File: src/rtl/burst_addr_pkg.sv
package burst_addr_pkg;
  typedef enum logic [1:0] {
    OP_HOLD   = 2'd0,
    OP_LOAD   = 2'd1,
    OP_STEP   = 2'd2,
    OP_RECALL = 2'd3
  } addr_op_e;
endpackage

File: src/rtl/addr_cmd_decode.sv
module addr_cmd_decode
  import burst_addr_pkg::*;
(
  input  logic     load_n,
  input  logic     adv_n,
  input  logic     rep_n,
  input  logic     rep_valid,
  output addr_op_e op,
  output logic     take_load
);
  // fixed priority: repeat, load, count enable, hold
  always_comb begin
    if (!rep_n)       op = rep_valid ? OP_RECALL : OP_HOLD;
    else if (!load_n) op = OP_LOAD;
    else if (!adv_n)  op = OP_STEP;
    else              op = OP_HOLD;
  end

  assign take_load = rep_n & ~load_n;
endmodule

File: src/rtl/addr_repeat_store.sv
module addr_repeat_store #(
  parameter int ADDR_W = 18
) (
  input  logic              clk,
  input  logic              rst,
  input  logic              take,
  input  logic [ADDR_W-1:0] ext_addr,
  output logic [ADDR_W-1:0] saved,
  output logic              valid
);
  // contents are deliberately not reset; only the valid flag is
  always_ff @(posedge clk) begin
    if (take) saved <= ext_addr;
  end

  always_ff @(posedge clk) begin
    if (rst)       valid <= 1'b0;
    else if (take) valid <= 1'b1;
  end

  a_r10_saved_tracks_load: assert property (@(posedge clk) disable iff (rst)
    take |=> (saved == $past(ext_addr)) && valid);
endmodule

File: src/rtl/addr_next_sel.sv
module addr_next_sel
  import burst_addr_pkg::*;
#(
  parameter int ADDR_W = 18
) (
  input  addr_op_e          op,
  input  logic [ADDR_W-1:0] cur,
  input  logic [ADDR_W-1:0] ext_addr,
  input  logic [ADDR_W-1:0] saved,
  output logic [ADDR_W-1:0] nxt
);
  localparam logic [ADDR_W-1:0] ONE = ADDR_W'(1);

  // one flat increment: offset carry ripples into the bank field,
  // and the top address wraps naturally to zero
  always_comb begin
    unique case (op)
      OP_LOAD:   nxt = ext_addr;
      OP_STEP:   nxt = cur + ONE;
      OP_RECALL: nxt = saved;
      default:   nxt = cur;
    endcase
  end
endmodule

File: src/rtl/burst_addr_gen.sv
module burst_addr_gen
  import burst_addr_pkg::*;
#(
  parameter int BANK_W = 6,
  parameter int OFFS_W = 12
) (
  input  logic                     clk,
  input  logic                     rst,
  input  logic [BANK_W+OFFS_W-1:0] ext_addr,
  input  logic                     load_n,
  input  logic                     adv_n,
  input  logic                     rep_n,
  output logic [BANK_W-1:0]        bank_o,
  output logic [OFFS_W-1:0]        offs_o,
  output logic                     rep_valid_o
);
  localparam int ADDR_W = BANK_W + OFFS_W;

  addr_op_e          op;
  logic              take_load;
  logic              rep_valid;
  logic [ADDR_W-1:0] saved;
  logic [ADDR_W-1:0] nxt;
  logic [ADDR_W-1:0] cur;

  addr_cmd_decode u_dec (
    .load_n   (load_n),
    .adv_n    (adv_n),
    .rep_n    (rep_n),
    .rep_valid(rep_valid),
    .op       (op),
    .take_load(take_load)
  );

  addr_repeat_store #(.ADDR_W(ADDR_W)) u_rep (
    .clk     (clk),
    .rst     (rst),
    .take    (take_load),
    .ext_addr(ext_addr),
    .saved   (saved),
    .valid   (rep_valid)
  );

  addr_next_sel #(.ADDR_W(ADDR_W)) u_sel (
    .op      (op),
    .cur     (cur),
    .ext_addr(ext_addr),
    .saved   (saved),
    .nxt     (nxt)
  );

  always_ff @(posedge clk) begin
    if (rst) cur <= '0;
    else     cur <= nxt;
  end

  assign bank_o      = cur[ADDR_W-1:OFFS_W];
  assign offs_o      = cur[OFFS_W-1:0];
  assign rep_valid_o = rep_valid;

  a_r2_load_takes_ext: assert property (@(posedge clk) disable iff (rst)
    (rep_n && !load_n) |=> cur == $past(ext_addr));

  a_r3_step_plus_one: assert property (@(posedge clk) disable iff (rst)
    (rep_n && load_n && !adv_n) |=> cur == ADDR_W'($past(cur) + 1'b1));

  a_r4_idle_holds: assert property (@(posedge clk) disable iff (rst)
    (rep_n && load_n && adv_n) |=> $stable(cur));

  a_r5_recall_saved: assert property (@(posedge clk) disable iff (rst)
    (!rep_n && rep_valid) |=> cur == $past(saved));

  a_r9_unarmed_repeat: assert property (@(posedge clk) disable iff (rst)
    (!rep_n && !rep_valid) |=> $stable(cur) && !rep_valid);
endmodule

File: config.mk
export PLATFORM = sky130hd
export DESIGN_NAME = burst_addr_gen
export DESIGN_NICKNAME = d
export VERILOG_FILES = /design/src/rtl/burst_addr_pkg.sv /design/src/rtl/addr_cmd_decode.sv /design/src/rtl/addr_repeat_store.sv /design/src/rtl/addr_next_sel.sv /design/src/rtl/burst_addr_gen.sv
export SDC_FILE = /design/constraint.sdc
export NUM_CORES = 1
export LEC_CHECK = 0
export BUFFER_PORTS_ARGS = -buffer_cell sky130_fd_sc_hd__buf_2
export CORE_ASPECT_RATIO = 0.9
export CORE_MARGIN = 4
export CORE_UTILIZATION = 55
export CTS_CLUSTER_SIZE = 8
export DETAILED_ROUTE_END_ITERATION = 6
export PLACE_DENSITY = 0.91
export SYNTH_ARGS = -nofsm -noshare
export SYNTH_HDL_FRONTEND = slang
export SYNTH_SLANG_ARGS = --single-unit
File: constraint.sdc
create_clock -name clk -period 4.3 [get_ports clk]
set_input_delay 0.86 -clock clk [delete_from_list [all_inputs] [get_ports clk]]
set_output_delay 0.86 -clock clk [all_outputs]
set_load 0.01 [all_outputs]
# Yosys cells after proc, flatten, opt, wreduce, memory -nomap -nowiden
# Cells that the tools add are included.
# W data, S select, Z words.
[totals]
out_inout_bits = 19
input_bits = 23
ff_bits = 37
elab_cells = 15
[op_classes]
reduce_logical = 1
n_addsub = 1
n_eq_ne = 3
bitwise = 2
n_mux = 5
[op_table]
columns = ["operator", "count"]
rows = [
  ["$pmux W18 S3", 1],
  ["$add A18 B1 Y18 const B", 1],
  ["$mux W2", 4],
  ["$eq A2 B2 Y1 const B", 2],
  ["$reduce_bool A3 Y1", 1],
  ["$eq A2 B1 Y1 const B", 1],
  ["$and A1 B1 Y1", 1],
  ["$not A1 Y1", 1],
]

# Depth between registers and ports, before layout
# Gate-level depths: netlist of run 1.
[depth]
depth_word = 5
ltp_mapped = 7
mapped_depth_nobuf = 6

# Hierarchy
# Synthesis of run 1 repeated with hierarchy kept, for this count alone.
[hier_totals]
cells_unflattened = 168
area_unflattened_um2 = 1911.8
[by_module_without_submodules]
columns = ["module", "instances", "area_per_inst_um2", "seq_area_each_um2", "cells_each"]
rows = [
  ["addr_next_sel", 1, 814.5, 0.0, 106],
  ["addr_repeat_store", 1, 570.5, 560.5, 20],
  ["burst_addr_gen", 1, 489.2, 360.3, 37],
  ["addr_cmd_decode", 1, 37.5, 0.0, 5],
]

# Least setup slack after synthesis of run 1
# Ideal clock, no wire load.
[synth_path]
kind = "input to register"
from = "input rep_n"
to = "register u_rep.saved[0] (enable)"
path_buffers = 2
setup_time_ps = 397
path_slack_ps = 1799
required_ps = 3903
t_arrival_ps = 2104
stages = 3
path_cell_list = "buf_2 > clkbuf_8 > nor2b_1"
[synth_via]
elab_chain_len = 1
[synth_rtl]
columns = ["item", "line", "text"]
rows = [
  ["from (decl)", "burst_addr_gen.sv:12", "input logic rep_n,"],
  ["$and A1 B1 Y1", "addr_cmd_decode.sv:19", "assign take_load = rep_n & ~load_n;"],
  ["named net take_load", "burst_addr_gen.sv:20", "logic take_load;"],
  ["to (signal assigned)", "addr_repeat_store.sv:13", "if (take) saved <= ext_addr;"],
  ["to (decl)", "addr_repeat_store.sv:8", "output logic [ADDR_W-1:0] saved,"],
]
# The timed path passes the listed nets, and every way through them passes these cells.
# A chain may end at the register's enable or synchronous reset.

# Final worst setup path of run 1
[layout_path]
from = "input rep_n"
to = "register cur[10]"
[layout_via]
elab_chain_len = 3
elab_cells_between_ends = 6
cone_classes = "eq/ne (3); mux (2); reduce/logical (1)"
[layout_rtl]
columns = ["item", "line", "text"]
rows = [
  ["$mux W2 (*)", "addr_cmd_decode.sv:13", "if (!rep_n) op = rep_valid ? OP_RECALL : OP_HOLD;"],
  ["$eq A2 B2 Y1 / $eq A2 B1 Y1 (equally long branches)", "addr_next_sel.sv:17", "unique case (op)"],
  ["$pmux W18 S3 / $reduce_bool A3 Y1 (equally long branches)", "-", ""],
  ["to (signal assigned)", "burst_addr_gen.sv:54", "else cur <= nxt;"],
  ["to (decl)", "burst_addr_gen.sv:24", "logic [ADDR_W-1:0] cur;"],
]
# Every way passes the cells marked *; elsewhere a longest branch is shown, timed or not.

==> results of run 1 <==
layout make-up:
| cell class | instances | share of cell area |
|---|---|---|
| tap | 44 | 0.02442 |
| timing repair buffer | 43 | 0.09767 |
| multi-input combinational | 154 | 0.4256 |
| inverter | 2 | 0.003330 |
| clock inverter | 2 | 0.003885 |
| sequential | 37 | 0.4084 |
| clock buffer | 6 | 0.03663 |
per-layer routing:
layer  wire, um  GRT usage
met2       2268     0.3337
met1       2183     0.3185
met4        121     0.1056
met3        535    0.04893
met5          0          0
power groups by stage:
stage	logic, W	registers [W]	clock network, W
detailed placement	0.000122	0.000433	0
global route	0.000138	0.000429	0.000270
global placement	0.000118	0.000432	0
floorplan	0.0000822	0.000431	0
finish	0.000125	0.000426	0.000250
CTS	0.000123	0.000425	0.000252
synthesized netlist by cell type (5+ instances only):
cell                        n  area share
sky130_fd_sc_hd__nor2_1    16       0.030
sky130_fd_sc_hd__a31oi_1   10       0.031
sky130_fd_sc_hd__nand2_1   15       0.028
sky130_fd_sc_hd__a21oi_1   14       0.035
sky130_fd_sc_hd__o21ai_0   16       0.040
sky130_fd_sc_hd__dfxtp_1   19        0.19
sky130_fd_sc_hd__nor3_1     8       0.020
sky130_fd_sc_hd__nand3_1   11       0.027
sky130_fd_sc_hd__nand2b_1   7       0.022
sky130_fd_sc_hd__edfxtp_1  18        0.27
sky130_fd_sc_hd__nor4_1     5       0.016
sky130_fd_sc_hd__nor3b_1    6       0.022
sky130_fd_sc_hd__buf_2      7       0.017
sequential cells by signal (all words and copies together) (netlist names):
register,cells
u_rep.saved,18
cur,18
u_rep.valid,1
kinds of logic (layout without fill, tap and decap cells):
kind of cell,Yosys count,after routing
DFF,37,37
and+or+nand+nor,90,90
adders and majority gates,1,1
AOI/OAI and AO/OA,63,63
buffers and inverters,17,53
stage by stage:
step	power [W]	setup slack, ps	cells
final	0.0008018	1909	288
after global routing	0.0008368	1749	288
after CTS	0.0008002	1976	288
after detailed placement	0.0005550	1661	280
after global placement	0.0005495	1824	280
after floorplan	0.0005131	1799	208
worst max path at each step:
stage,start,cells after the start,end
after detailed placement,rep_n,6,cur[10]$_SDFFE_PP0P_
final,rep_n,6,cur[10]$_SDFFE_PP0P_
after floorplan,rep_n,3,u_rep.saved[0]$_DFFE_PP_
after global routing,rep_n,6,cur[10]$_SDFFE_PP0P_
after CTS,rep_n,6,cur[10]$_SDFFE_PP0P_
after global placement,rep_n,6,cur[10]$_SDFFE_PP0P_
worst max-delay path: cells and delay by family:
family	cells	cell delay [ps]
AO/OA/AOI/OAI	4	800
AND/OR/NAND/NOR	1	610
buffers and inverters	1	270
placed cells by master, fill, tap and decap left out, drive strengths merged, types with 8 or more instances in the layout:
master and instances:
o21ai 16, nand3 13, edfxtp 18, a21oi 14, nand2 15, a31oi 10, nor3 8, buf 43
dfxtp 19, nor2 18
==> results_tabular.tex, run 1 <==
\begin{tabular}{lr}
\hline
Metric & Value \\
\hline
\multicolumn{2}{l}{\textbf{Outcome}} \\
Run status & finished clean \\
\multicolumn{2}{l}{\textbf{Clock tree}} \\
Clock Pin Slew Worst Setup and Hold Paths & roughly 70 ps \\
Maximum buffer depth of the clock tree & 2 \\
Number of H-tree levels & 2 \\
Post-cts resize count & 0 \\
Clock latency on the worst-skew pair & $\sim$300 ps \\
Clock Sinks & 37 \\
Buffer cell driving the clock tree root & sky130\_fd\_sc\_hd\_\_clkbuf\_8 \\
Clock tree from TritonCTS & done \\
Total setup buffers inserted after CTS & 0 \\
CTS Buf Count & 5 \\
Number of hold buffers added after cts & 0 \\
\multicolumn{2}{l}{\textbf{Worst setup path}} \\
Crit-path cells & buf\_2 -> nand3b\_1 -> a31oi\_1 -> o31ai\_1 -> a21oi\_1 -> a311oi\_1 \\
Critical path arrival & between 2000 and 3000 ps \\
Startpoint Class & primary input \\
Largest stage delay on the critical path & approximately 610 ps \\
Capture instance of the worst register-to-register path & cur[2]\$\_SDFFE\_PP0P\_ \\
Critical-path top delay cell & sky130\_fd\_sc\_hd\_\_nand3b\_1 \\
Crit path capture type & flop \\
Largest driver fanout on the critical path & 21 \\
Reg2reg path depth & 5 \\
Class of the most critical setup path & in -> reg \\
WP data required & around 4500 ps \\
Beginning of the worst register-to-register path & u\_rep.valid\$\_SDFFE\_PP0P\_ \\
Setup slack of the worst register-to-register path & 2200 ps \\
\multicolumn{2}{l}{\textbf{Place}} \\
Count of input and output buffers & 41 \\
Placer congestion estimate & 0.9099 \\
Detail Placement HPWL & between 3000 and 4000 um \\
Instance area at placement & around 2200 um\^{}2 \\
\multicolumn{2}{l}{\textbf{Power}} \\
Lkg Pwr & approximately 0.89 nW \\
Worst voltage drop across the vdd grid & 0.2663 mV \\
Int Pwr & around 0.00058 W \\
Switching power share of the total & 0.2802 \\
Clock group share of total power & 0.312 \\
Pwr dens & $\sim$360 nW/um\^{}2 \\
Power share of the sequential group & 0.532 \\
Portion of total power attributed to combinational logic & 0.156 \\
P\_sw & roughly 0.00022 W \\
\multicolumn{2}{l}{\textbf{Job}} \\
Maximum capacitance violations & 0 \\
\multicolumn{2}{l}{\textbf{Route}} \\
Mean routed wirelength per cell & around 18 um \\
Wire length reported by the detailed router & about 5000 um \\
DRC violations left & 0 \\
Total iterations of the first detailed-routing run & 6 \\
Avg Vias per Cell & between 6 and 7 \\
DR iter-0 viols & roughly 340 \\
Number of nets still failing antenna checks after routing & 0 \\
Total via count after detailed routing & roughly 1900 \\
\multicolumn{2}{l}{\textbf{Yosys}} \\
Yosys synthesis warning count & 0 \\
Synth Area in Adders & 0.006250 \\
Gate count of the mapped netlist & $\sim$210 \\
Mean cell area of the mapped netlist & 9.625 um\^{}2 \\
Proportion of register bits with asynchronous set or reset after synthesis & 0 \\
Net count after synthesis & $\sim$230 \\
Share of the yosys chip area belonging to registers & 0.4600 \\
Simple-gate share of the synthesized area & 0.2656 \\
Number of flops mapped to enable cells by yosys & 18 \\
\#FFs+latches synth & 37 \\
Fraction of synthesized area in multiplexers & 0 \\
Largest family of logic cells by synthesized area & simple AND/OR/NAND/NOR gates \\
Xor-xnor portion of the synthesized cell area & 0 \\
Primary FF master, synth & sky130\_fd\_sc\_hd\_\_dfxtp\_1 \\
Cell variety after synth & a little under 50 \\
Area fraction in compound gates after synthesis & 0.2075 \\
Area of the mapped netlist & approximately 2000 um\^{}2 \\
\multicolumn{2}{l}{\textbf{Final layout}} \\
Share of cells above drive strength 1 & 0.2459 \\
Final design instance area without fill & 2255 um\^{}2 \\
Final cell utilization of the core & 0.6577 \\
Number of nets at the end of the flow & between 200 and 300 \\
Diodes inserted & 0 \\
Fillers & 273 \\
Area taken by flip-flops and latches & 920.9 um\^{}2 \\
Area growth, synth to finish & 12.62\% \\
Area used by multi-input combinational logic & 959.7 um\^{}2 \\
\multicolumn{2}{l}{\textbf{STA}} \\
Slew HR & 0.4610 \\
Final count of negative-setup-slack endpoints & 0 \\
Number of max-slew violations in the final report & 0 \\
Final clock skew & just over 5 ps \\
Final Hold Vio Count & 0 \\
Minimum period implied by the final worst setup slack & between 2000 and 2500 ps \\
Crit share post-route & 0.5561 \\
Transition at the pin with the smallest max-transition slack & $\sim$810 ps \\
Max Clock Freq & between 0.4 and 0.5 GHz \\
Setup repair after global routing missed its margin & false \\
Worst hold margin & 558.0 ps \\
Sum Neg Setup Slack & 0 ps \\
\multicolumn{2}{l}{\textbf{Floorplanning}} \\
Rows & 20 \\
Top-level port count & 42 \\
Starting Density & 0.5839 \\
Horizontal die dimension & between 70 and 80 um \\
Die outline area & about 4700 um\^{}2 \\
Area of the core & $\sim$3400 um\^{}2 \\
Die Y-Extent & approximately 65 um \\
\multicolumn{2}{l}{\textbf{Hold path}} \\
Hold EP & cur[13]\$\_SDFFE\_PP0P\_ \\
Hold crit path type & reg -> reg \\
Worst Hold Launch & cur[13]\$\_SDFFE\_PP0P\_ \\
Worst hold path stage count & 2 \\
\multicolumn{2}{l}{\textbf{Global routing}} \\
Leftover overflow at the end of global routing & 0 \\
All-Layer GR Usage & 0.2273 \\
Number of global-route vias before repair & between 1500 and 2000 \\
Largest net degree at the start of global routing & 22 \\
Global-route wire length before repair & between 8000 and 9000 um \\
Antenna violations before repair & 0 \\
\hline
\end{tabular}
(Power assumes the default switching activity.)
==> inputs of run 2 (changes only) <==
ABC_AREA = 1   (was default)
CORE_UTILIZATION = 49   (was 55)
PLACE_DENSITY = 0.87   (was 0.91)
clock period = 2 ns   (was 4.3 ns; I/O delays follow)
==> run 2 against run 1 <==
Against the previous run: count of clock-buffer cells in the layout unchanged; sequential power increased by 110%; cell count increased by 16%; register-to-register slack got worse by 1800 ps; synthesized area decreased by 0.88%; critical path depth increased by 2; sequential share of layout area decreased by 0.36 points; critical path type is now reg -> reg; largest cell class is now flip-flops and latches.
==> results_tabular.tex, run 2 <==
\begin{tabular}{lr}
\hline
Metric & Value \\
\hline
\multicolumn{2}{l}{\textbf{Outcome}} \\
Run status & finished clean \\
\multicolumn{2}{l}{\textbf{Place}} \\
Worst slack at placement & approximately 430 ps \\
Placer congestion estimate & $\sim$0.85 \\
Count of input and output buffers & 41 \\
Detail Placement HPWL & between 3000 and 4000 um \\
\multicolumn{2}{l}{\textbf{Final layout}} \\
Number of nets at the end of the flow & about 310 \\
Largest registers in the final layout & cur (18), u\_rep.saved (18), u\_rep.valid (1) \\
Diodes inserted & 0 \\
Fillers & between 300 and 400 \\
Most common cell after layout, fill and taps aside & sky130\_fd\_sc\_hd\_\_nand2\_1 \\
Area growth, synth to finish & 14.63\% \\
Top library cells by usage in the layout, fill and taps aside & sky130\_fd\_sc\_hd\_\_nand2\_1 (64), sky130\_fd\_sc\_hd\_\_buf\_2 (41), sky130\_fd\_sc\_hd\_\_o21ai\_0 (21) \\
Share of cells above drive strength 1 & 0.2491 \\
\multicolumn{2}{l}{\textbf{Worst setup path}} \\
Crit path capture type & flop \\
Critical-path top delay cell & sky130\_fd\_sc\_hd\_\_dfxtp\_1 \\
Critical path arrival & 1750 ps \\
Startpoint Class & flop \\
Crit-path cells & ha\_1 -> nand2\_1 -> nor2\_2 -> nand2\_1 -> o21ai\_0 -> nand2\_1 -> a21oi\_1 -> nor2\_1 \\
Class of the most critical setup path & reg -> reg \\
Largest stage delay on the critical path & approximately 400 ps \\
Largest driver fanout on the critical path & 5 \\
WP data required & 2190 ps \\
Most common cell type on the critical path & sky130\_fd\_sc\_hd\_\_nand2\_1 \\
\multicolumn{2}{l}{\textbf{Yosys}} \\
Most numerous cell types in the synthesized netlist & sky130\_fd\_sc\_hd\_\_nand2\_1 (64), sky130\_fd\_sc\_hd\_\_o21ai\_0 (21), sky130\_fd\_sc\_hd\_\_inv\_1 (20), sky130\_fd\_sc\_hd\_\_dfxtp\_1 (19), sky130\_fd\_sc\_hd\_\_edfxtp\_1 (18) \\
Mean cell area of the mapped netlist & a little over 8 um\^{}2 \\
Share of the synthesized area in the top cell type & 0.2724 \\
Share of the yosys chip area belonging to registers & 0.4641 \\
Number of flops mapped to enable cells by yosys & 18 \\
Dominant cell by count in the synthesized netlist & sky130\_fd\_sc\_hd\_\_nand2\_1 \\
Net count after synthesis & 270 \\
Cell variety after synth & 30 \\
Yosys synthesis warning count & 0 \\
Gate count of the mapped netlist & 246 \\
\#FFs+latches synth & 37 \\
Proportion of register bits with asynchronous set or reset after synthesis & 0 \\
Area of the mapped netlist & approximately 2000 um\^{}2 \\
Primary FF master, synth & sky130\_fd\_sc\_hd\_\_dfxtp\_1 \\
Cell type with the largest total area after synthesis & sky130\_fd\_sc\_hd\_\_edfxtp\_1 \\
Leading post-synthesis cells by cell area & sky130\_fd\_sc\_hd\_\_edfxtp\_1 (27\%), sky130\_fd\_sc\_hd\_\_dfxtp\_1 (19\%), sky130\_fd\_sc\_hd\_\_nand2\_1 (12\%) \\
\multicolumn{2}{l}{\textbf{Floorplanning}} \\
Die outline area & 5133 um\^{}2 \\
Area of the core & roughly 3800 um\^{}2 \\
Die Y-Extent & 68.37 um \\
Starting Density & 0.5209 \\
Top-level port count & 42 \\
Rows & 21 \\
Horizontal die dimension & between 70 and 80 um \\
\multicolumn{2}{l}{\textbf{Clock tree}} \\
Number of H-tree levels & 2 \\
Number of hold buffers added after cts & 0 \\
Total setup buffers inserted after CTS & 0 \\
Post-cts resize count & 0 \\
Maximum buffer depth of the clock tree & 2 \\
Clock Pin Slew Worst Setup and Hold Paths & 70 ps \\
Buffer cell driving the clock tree root & sky130\_fd\_sc\_hd\_\_clkbuf\_8 \\
CTS Buf Count & 5 \\
Clock latency on the worst-skew pair & between 200 and 300 ps \\
Clock Sinks & 37 \\
Clock tree from TritonCTS & done \\
\multicolumn{2}{l}{\textbf{STA}} \\
Worst hold margin & around 290 ps \\
Max Clock Freq & around 0.64 GHz \\
Setup repair after global routing missed its margin & false \\
Slew HR & 0.6867 \\
Final clock skew & between 2 and 2.5 ps \\
Fin worst setup slack & $\sim$430 ps \\
Crit share post-route & 0.7841 \\
Transition at the pin with the smallest max-transition slack & around 470 ps \\
Minimum period implied by the final worst setup slack & between 1500 and 2000 ps \\
Number of max-slew violations in the final report & 0 \\
Final Hold Vio Count & 0 \\
Final count of negative-setup-slack endpoints & 0 \\
Sum Neg Setup Slack & 0 ps \\
\multicolumn{2}{l}{\textbf{Power}} \\
Power share of the sequential group & 0.546 \\
Clock group share of total power & 0.292 \\
P\_sw & about 0.00047 W \\
Pwr dens & 734.2 nW/um\^{}2 \\
Lkg Pwr & 0.9501 nW \\
Switching power share of the total & 0.2829 \\
Portion of total power attributed to combinational logic & 0.161 \\
Int Pwr & 0.001198 W \\
Worst voltage drop across the vdd grid & approximately 0.5 mV \\
\multicolumn{2}{l}{\textbf{Route}} \\
DR iter-0 viols & about 140 \\
DRC violations left & 0 \\
Avg Vias per Cell & between 5 and 6 \\
Mean routed wirelength per cell & about 14 um \\
Wire length reported by the detailed router & $\sim$4600 um \\
Total via count after detailed routing & between 1500 and 2000 \\
Total iterations of the first detailed-routing run & 4 \\
Number of nets still failing antenna checks after routing & 0 \\
\multicolumn{2}{l}{\textbf{Global routing}} \\
Largest net degree at the start of global routing & 32 \\
Leftover overflow at the end of global routing & 0 \\
Global-route wire length before repair & about 7300 um \\
Antenna violations before repair & 0 \\
Number of global-route vias before repair & approximately 1700 \\
All-Layer GR Usage & 0.1903 \\
\multicolumn{2}{l}{\textbf{Hold path}} \\
Hold crit path type & in -> reg \\
\multicolumn{2}{l}{\textbf{Job}} \\
Maximum capacitance violations & 0 \\
\hline
\end{tabular}
==> run 2: path summary, 6_finish.rpt <==
kind                            startpoint                         to  slack [ps]  depth (start not counted)
hold reg to reg   u_rep.valid$_SDFFE_PP0P_   u_rep.valid$_SDFFE_PP0P_         540                          2
setup / recovery       cur[1]$_SDFFE_PP0P_       cur[10]$_SDFFE_PP0P_         430                          8
setup reg to reg       cur[1]$_SDFFE_PP0P_       cur[10]$_SDFFE_PP0P_         430                          8
hold / removal                ext_addr[17]  u_rep.saved[17]$_DFFE_PP_         290                          1
==> run 2: area by class of cell <==
| class | instances | area [um^2] | area share |
|---|---|---|---|
| tap | 46 | 57.56 | 0.02530 |
| sequential | 37 | 920.9 | 0.4048 |
| inverter | 28 | 112.6 | 0.04950 |
| clock buffer | 6 | 72.57 | 0.03190 |
| clock inverter | 1 | 3.754 | 0.001650 |
| timing repair buffer | 43 | 220.2 | 0.09681 |
| multi-input combinational | 174 | 887.1 | 0.3900 |
==> run 2: kinds of logic after synthesis <==
kind of cell             count (synthesis)  share of synthesized area
AND/OR/NAND/NOR                        114                     0.2635
AO/OA/AOI/OAI                           59                     0.1772
flip-flops                              37                     0.4641
buffers and inverters                   35                    0.08890
adder cells (fa/ha/maj)                  1                   0.006304
==> run 2: power by group through the flow <==
stage | registers, W | logic (W) | clock network (W)
floorplan | 0.000932 | 0.000169 | 0
global placement | 0.000925 | 0.000263 | 0
detailed placement | 0.000927 | 0.000270 | 0
CTS | 0.000912 | 0.000271 | 0.000494
global route | 0.000920 | 0.000302 | 0.000522
finish | 0.000913 | 0.000270 | 0.000488
==> run 2: per-stage QoR <==
step	instances	power, W	cell area [um^2]	util
2_1_floorplan	246	0.001101	1984	-
3_3_place_gp	328	0.001188	2198	0.5770
3_5_place_dp	328	0.001197	2198	0.5770
4_1_cts	335	0.001677	2275	0.5970
5_1_grt	335	0.001744	2275	0.5970
6_report	335	0.001670	2275	0.5970
==> run 2: metal layers <==
metal,vias up,part of all wire,wire length [um],global-route usage
met2,79,0.45,2096,0.3087
met3,14,0.079,365,0.04258
li1,918,-,-,-
met1,810,0.44,2032,0.2334
met4,0,0.027,123,0.1044
met5,-,0,0,0
==> run 2: worst max-delay path, delay by kind of cell, from the launching register on <==
| kind | cells | cell delay [ps] |
|---|---|---|
| AND/OR/NAND/NOR | 5 | 520 |
| flip-flops | 1 | 400 |
| AO/OA/AOI/OAI | 2 | 360 |
| adder cells (fa/ha/maj) | 1 | 200 |
==> inputs of run 3 (changes only) <==
CORE_UTILIZATION = 54   (was 49)
PLACE_DENSITY = 0.9   (was 0.87)
clock period = 1.6 ns   (was 2 ns; I/O delays follow)
==> run 3 against run 2 <==
Against the previous run: count of clock-buffer cells in the layout did not move; design area rose by 3.3%; clock skew rose by 0.54 ps; sequential share of layout area fell by 1.1 points; combinational power rose by 32%; worst hold slack got worse by 88 ps; utilization rose by 8.3 points; first-iteration DRC count fell by 2.1%; fmax rose by 5.0%; worst setup slack got worse by 330 ps; largest power group unchanged.
==> results_tabular.tex, run 3 (synthesis results as in run 2) <==
\begin{tabular}{lr}
\hline
Metric & Value \\
\hline
\multicolumn{2}{l}{\textbf{Global routing}} \\
Leftover overflow at the end of global routing & 0 \\
All-Layer GR Usage & 0.2093 \\
Largest net degree at the start of global routing & 19 \\
Global-route wire length before repair & 7486 um \\
Antenna violations before repair & 0 \\
Number of global-route vias before repair & 1604 \\
\multicolumn{2}{l}{\textbf{Job}} \\
Maximum capacitance violations & 0 \\
\multicolumn{2}{l}{\textbf{Floorplanning}} \\
Die Y-Extent & 65.51 um \\
Horizontal die dimension & $\sim$72 um \\
Top-level port count & 42 \\
Die outline area & roughly 4700 um\^{}2 \\
Area of the core & approximately 3500 um\^{}2 \\
Rows & 20 \\
Starting Density & 0.5746 \\
\multicolumn{2}{l}{\textbf{Final layout}} \\
Share of cells above drive strength 1 & 0.2799 \\
Largest registers in the final layout & cur (18), u\_rep.saved (18), u\_rep.valid (1) \\
Fillers & 270 \\
Final cell utilization of the core & 0.6804 \\
Diodes inserted & 0 \\
Area growth, synth to finish & 18.41\% \\
Number of nets at the end of the flow & about 320 \\
Most common cell after layout, fill and taps aside & sky130\_fd\_sc\_hd\_\_nand2\_1 \\
Top library cells by usage in the layout, fill and taps aside & sky130\_fd\_sc\_hd\_\_nand2\_1 (64), sky130\_fd\_sc\_hd\_\_buf\_2 (41), sky130\_fd\_sc\_hd\_\_o21ai\_0 (21) \\
\multicolumn{2}{l}{\textbf{Power}} \\
Switching power share of the total & 0.2675 \\
Clock group share of total power & 0.363 \\
Portion of total power attributed to combinational logic & 0.151 \\
Int Pwr & between 0.0015 and 0.002 W \\
Power share of the sequential group & 0.486 \\
Lkg Pwr & between 0.9 and 1 nW \\
Worst voltage drop across the vdd grid & approximately 0.6 mV \\
P\_sw & $\sim$0.00063 W \\
Overall Power & $\sim$0.0023 W \\
Pwr dens & $\sim$1000 nW/um\^{}2 \\
\multicolumn{2}{l}{\textbf{STA}} \\
Transition at the pin with the smallest max-transition slack & $\sim$450 ps \\
Final Hold Vio Count & 0 \\
Sum Neg Setup Slack & 0 ps \\
Setup repair after global routing missed its margin & false \\
Max Clock Freq & $\sim$0.67 GHz \\
Slew HR & 0.6974 \\
Final count of negative-setup-slack endpoints & 0 \\
Crit share post-route & 0.9337 \\
Minimum period implied by the final worst setup slack & 1494 ps \\
Number of max-slew violations in the final report & 0 \\
Final clock skew & just under 3 ps \\
\multicolumn{2}{l}{\textbf{Route}} \\
DRC violations left & 0 \\
Total via count after detailed routing & $\sim$1800 \\
DR iter-0 viols & 138 \\
Number of nets still failing antenna checks after routing & 0 \\
Mean routed wirelength per cell & around 14 um \\
Total iterations of the first detailed-routing run & 6 \\
Avg Vias per Cell & around 5.5 \\
Wire length reported by the detailed router & around 4700 um \\
\multicolumn{2}{l}{\textbf{Clock tree}} \\
Number of H-tree levels & 2 \\
Clock tree from TritonCTS & done \\
Buffer cell driving the clock tree root & sky130\_fd\_sc\_hd\_\_clkbuf\_8 \\
Maximum buffer depth of the clock tree & 2 \\
Clock latency on the worst-skew pair & around 300 ps \\
Clock Sinks & 37 \\
Clock Pin Slew Worst Setup and Hold Paths & 70 ps \\
Number of hold buffers added after cts & 0 \\
CTS Buf Count & 5 \\
\multicolumn{2}{l}{\textbf{Hold path}} \\
Hold crit path type & in -> reg \\
\multicolumn{2}{l}{\textbf{Worst setup path}} \\
Largest driver fanout on the critical path & 5 \\
Crit-path cells & ha\_1 -> nand2\_1 -> nor2\_4 -> inv\_2 -> nor2\_4 -> o21ai\_0 -> o21ai\_1 -> a21oi\_1 \\
Startpoint Class & flop \\
Largest stage delay on the critical path & about 360 ps \\
Critical-path top delay cell & sky130\_fd\_sc\_hd\_\_dfxtp\_2 \\
Number of buffers and inverters on the critical path & 1 \\
WP data required & approximately 1800 ps \\
Critical path arrival & approximately 1700 ps \\
Most common cell type on the critical path & sky130\_fd\_sc\_hd\_\_nor2\_4 \\
Class of the most critical setup path & reg -> reg \\
Cell type group with the largest total delay on the critical path & simple AND/OR/NAND/NOR gates \\
Crit path capture type & flop \\
\multicolumn{2}{l}{\textbf{Place}} \\
Detail Placement HPWL & around 3300 um \\
Count of input and output buffers & 41 \\
Placer congestion estimate & $\sim$0.98 \\
\multicolumn{2}{l}{\textbf{Outcome}} \\
Run status & finished clean \\
\hline
\end{tabular}
## run 3: final cells by class
type,count,area (um^2),share of cell area
multi-input combinational,174,894.6,0.3807
clock inverter,2,37.54,0.01597
inverter,28,112.6,0.04792
timing repair buffer,46,242.7,0.1033
tap,44,55.05,0.02343
clock buffer,6,82.58,0.03514
sequential,37,924.6,0.3935
## run 3: power by group through the flow
stage	clock network [W]	logic (W)	registers [W]
after global routing	0.000904	0.000392	0.00115
after detailed placement	0	0.000351	0.00116
after global placement	0	0.000342	0.00115
after floorplan	0	0.000211	0.00117
final	0.000852	0.000356	0.00114
after CTS	0.000863	0.000353	0.00114
## run 3: timing repair
item | in CTS | in global routing
endpoints found under the setup margin | 0 | 5
gates resized for setup | 0 | 5
buffers inserted | 0 | 0
## run 3: metrics by stage
stage                     std cells  instance area [um^2]  hold slack (ps)  setup slack, ps
final                           337                  2350            207.0            106.1
after global routing            337                  2350            202.8            22.80
after CTS                       337                  2338            202.9            66.64
after detailed placement        329                  2218            514.2            69.39
after global placement          329                  2218            510.6            180.7
after floorplan                 246                  1984            389.1            28.18
## run 3: worst paths after layout
path                            cells after the start                      from                        to  slack (ps)
worst max-delay path                                8       cur[1]$_SDFFE_PP0P_      cur[12]$_SDFFE_PP0P_         110
worst min-delay path                                1               ext_addr[3]  u_rep.saved[3]$_DFFE_PP_         210
worst max register to register                      8       cur[1]$_SDFFE_PP0P_      cur[12]$_SDFFE_PP0P_         110
worst min register to register                      2  u_rep.valid$_SDFFE_PP0P_  u_rep.valid$_SDFFE_PP0P_         540
## run 3: metal layers
metal	wire length [um]	up-vias	GRT usage	part of all wire
met2	2224	80	0.3337	0.47
met3	343	6	0.04740	0.073
li1	-	924	-	-
met1	2065	835	0.2679	0.44
met4	85	0	0.1009	0.018
met5	0	-	0	0
## run 3: worst register-to-register path, delay by kind of cell (launching register included)
family	cells	cell delay [ps]
AOI/OAI and AO/OA	3	370
and+or+nand+nor	3	410
buffers and inverters	1	70
DFF	1	360
adders and majority gates	1	170
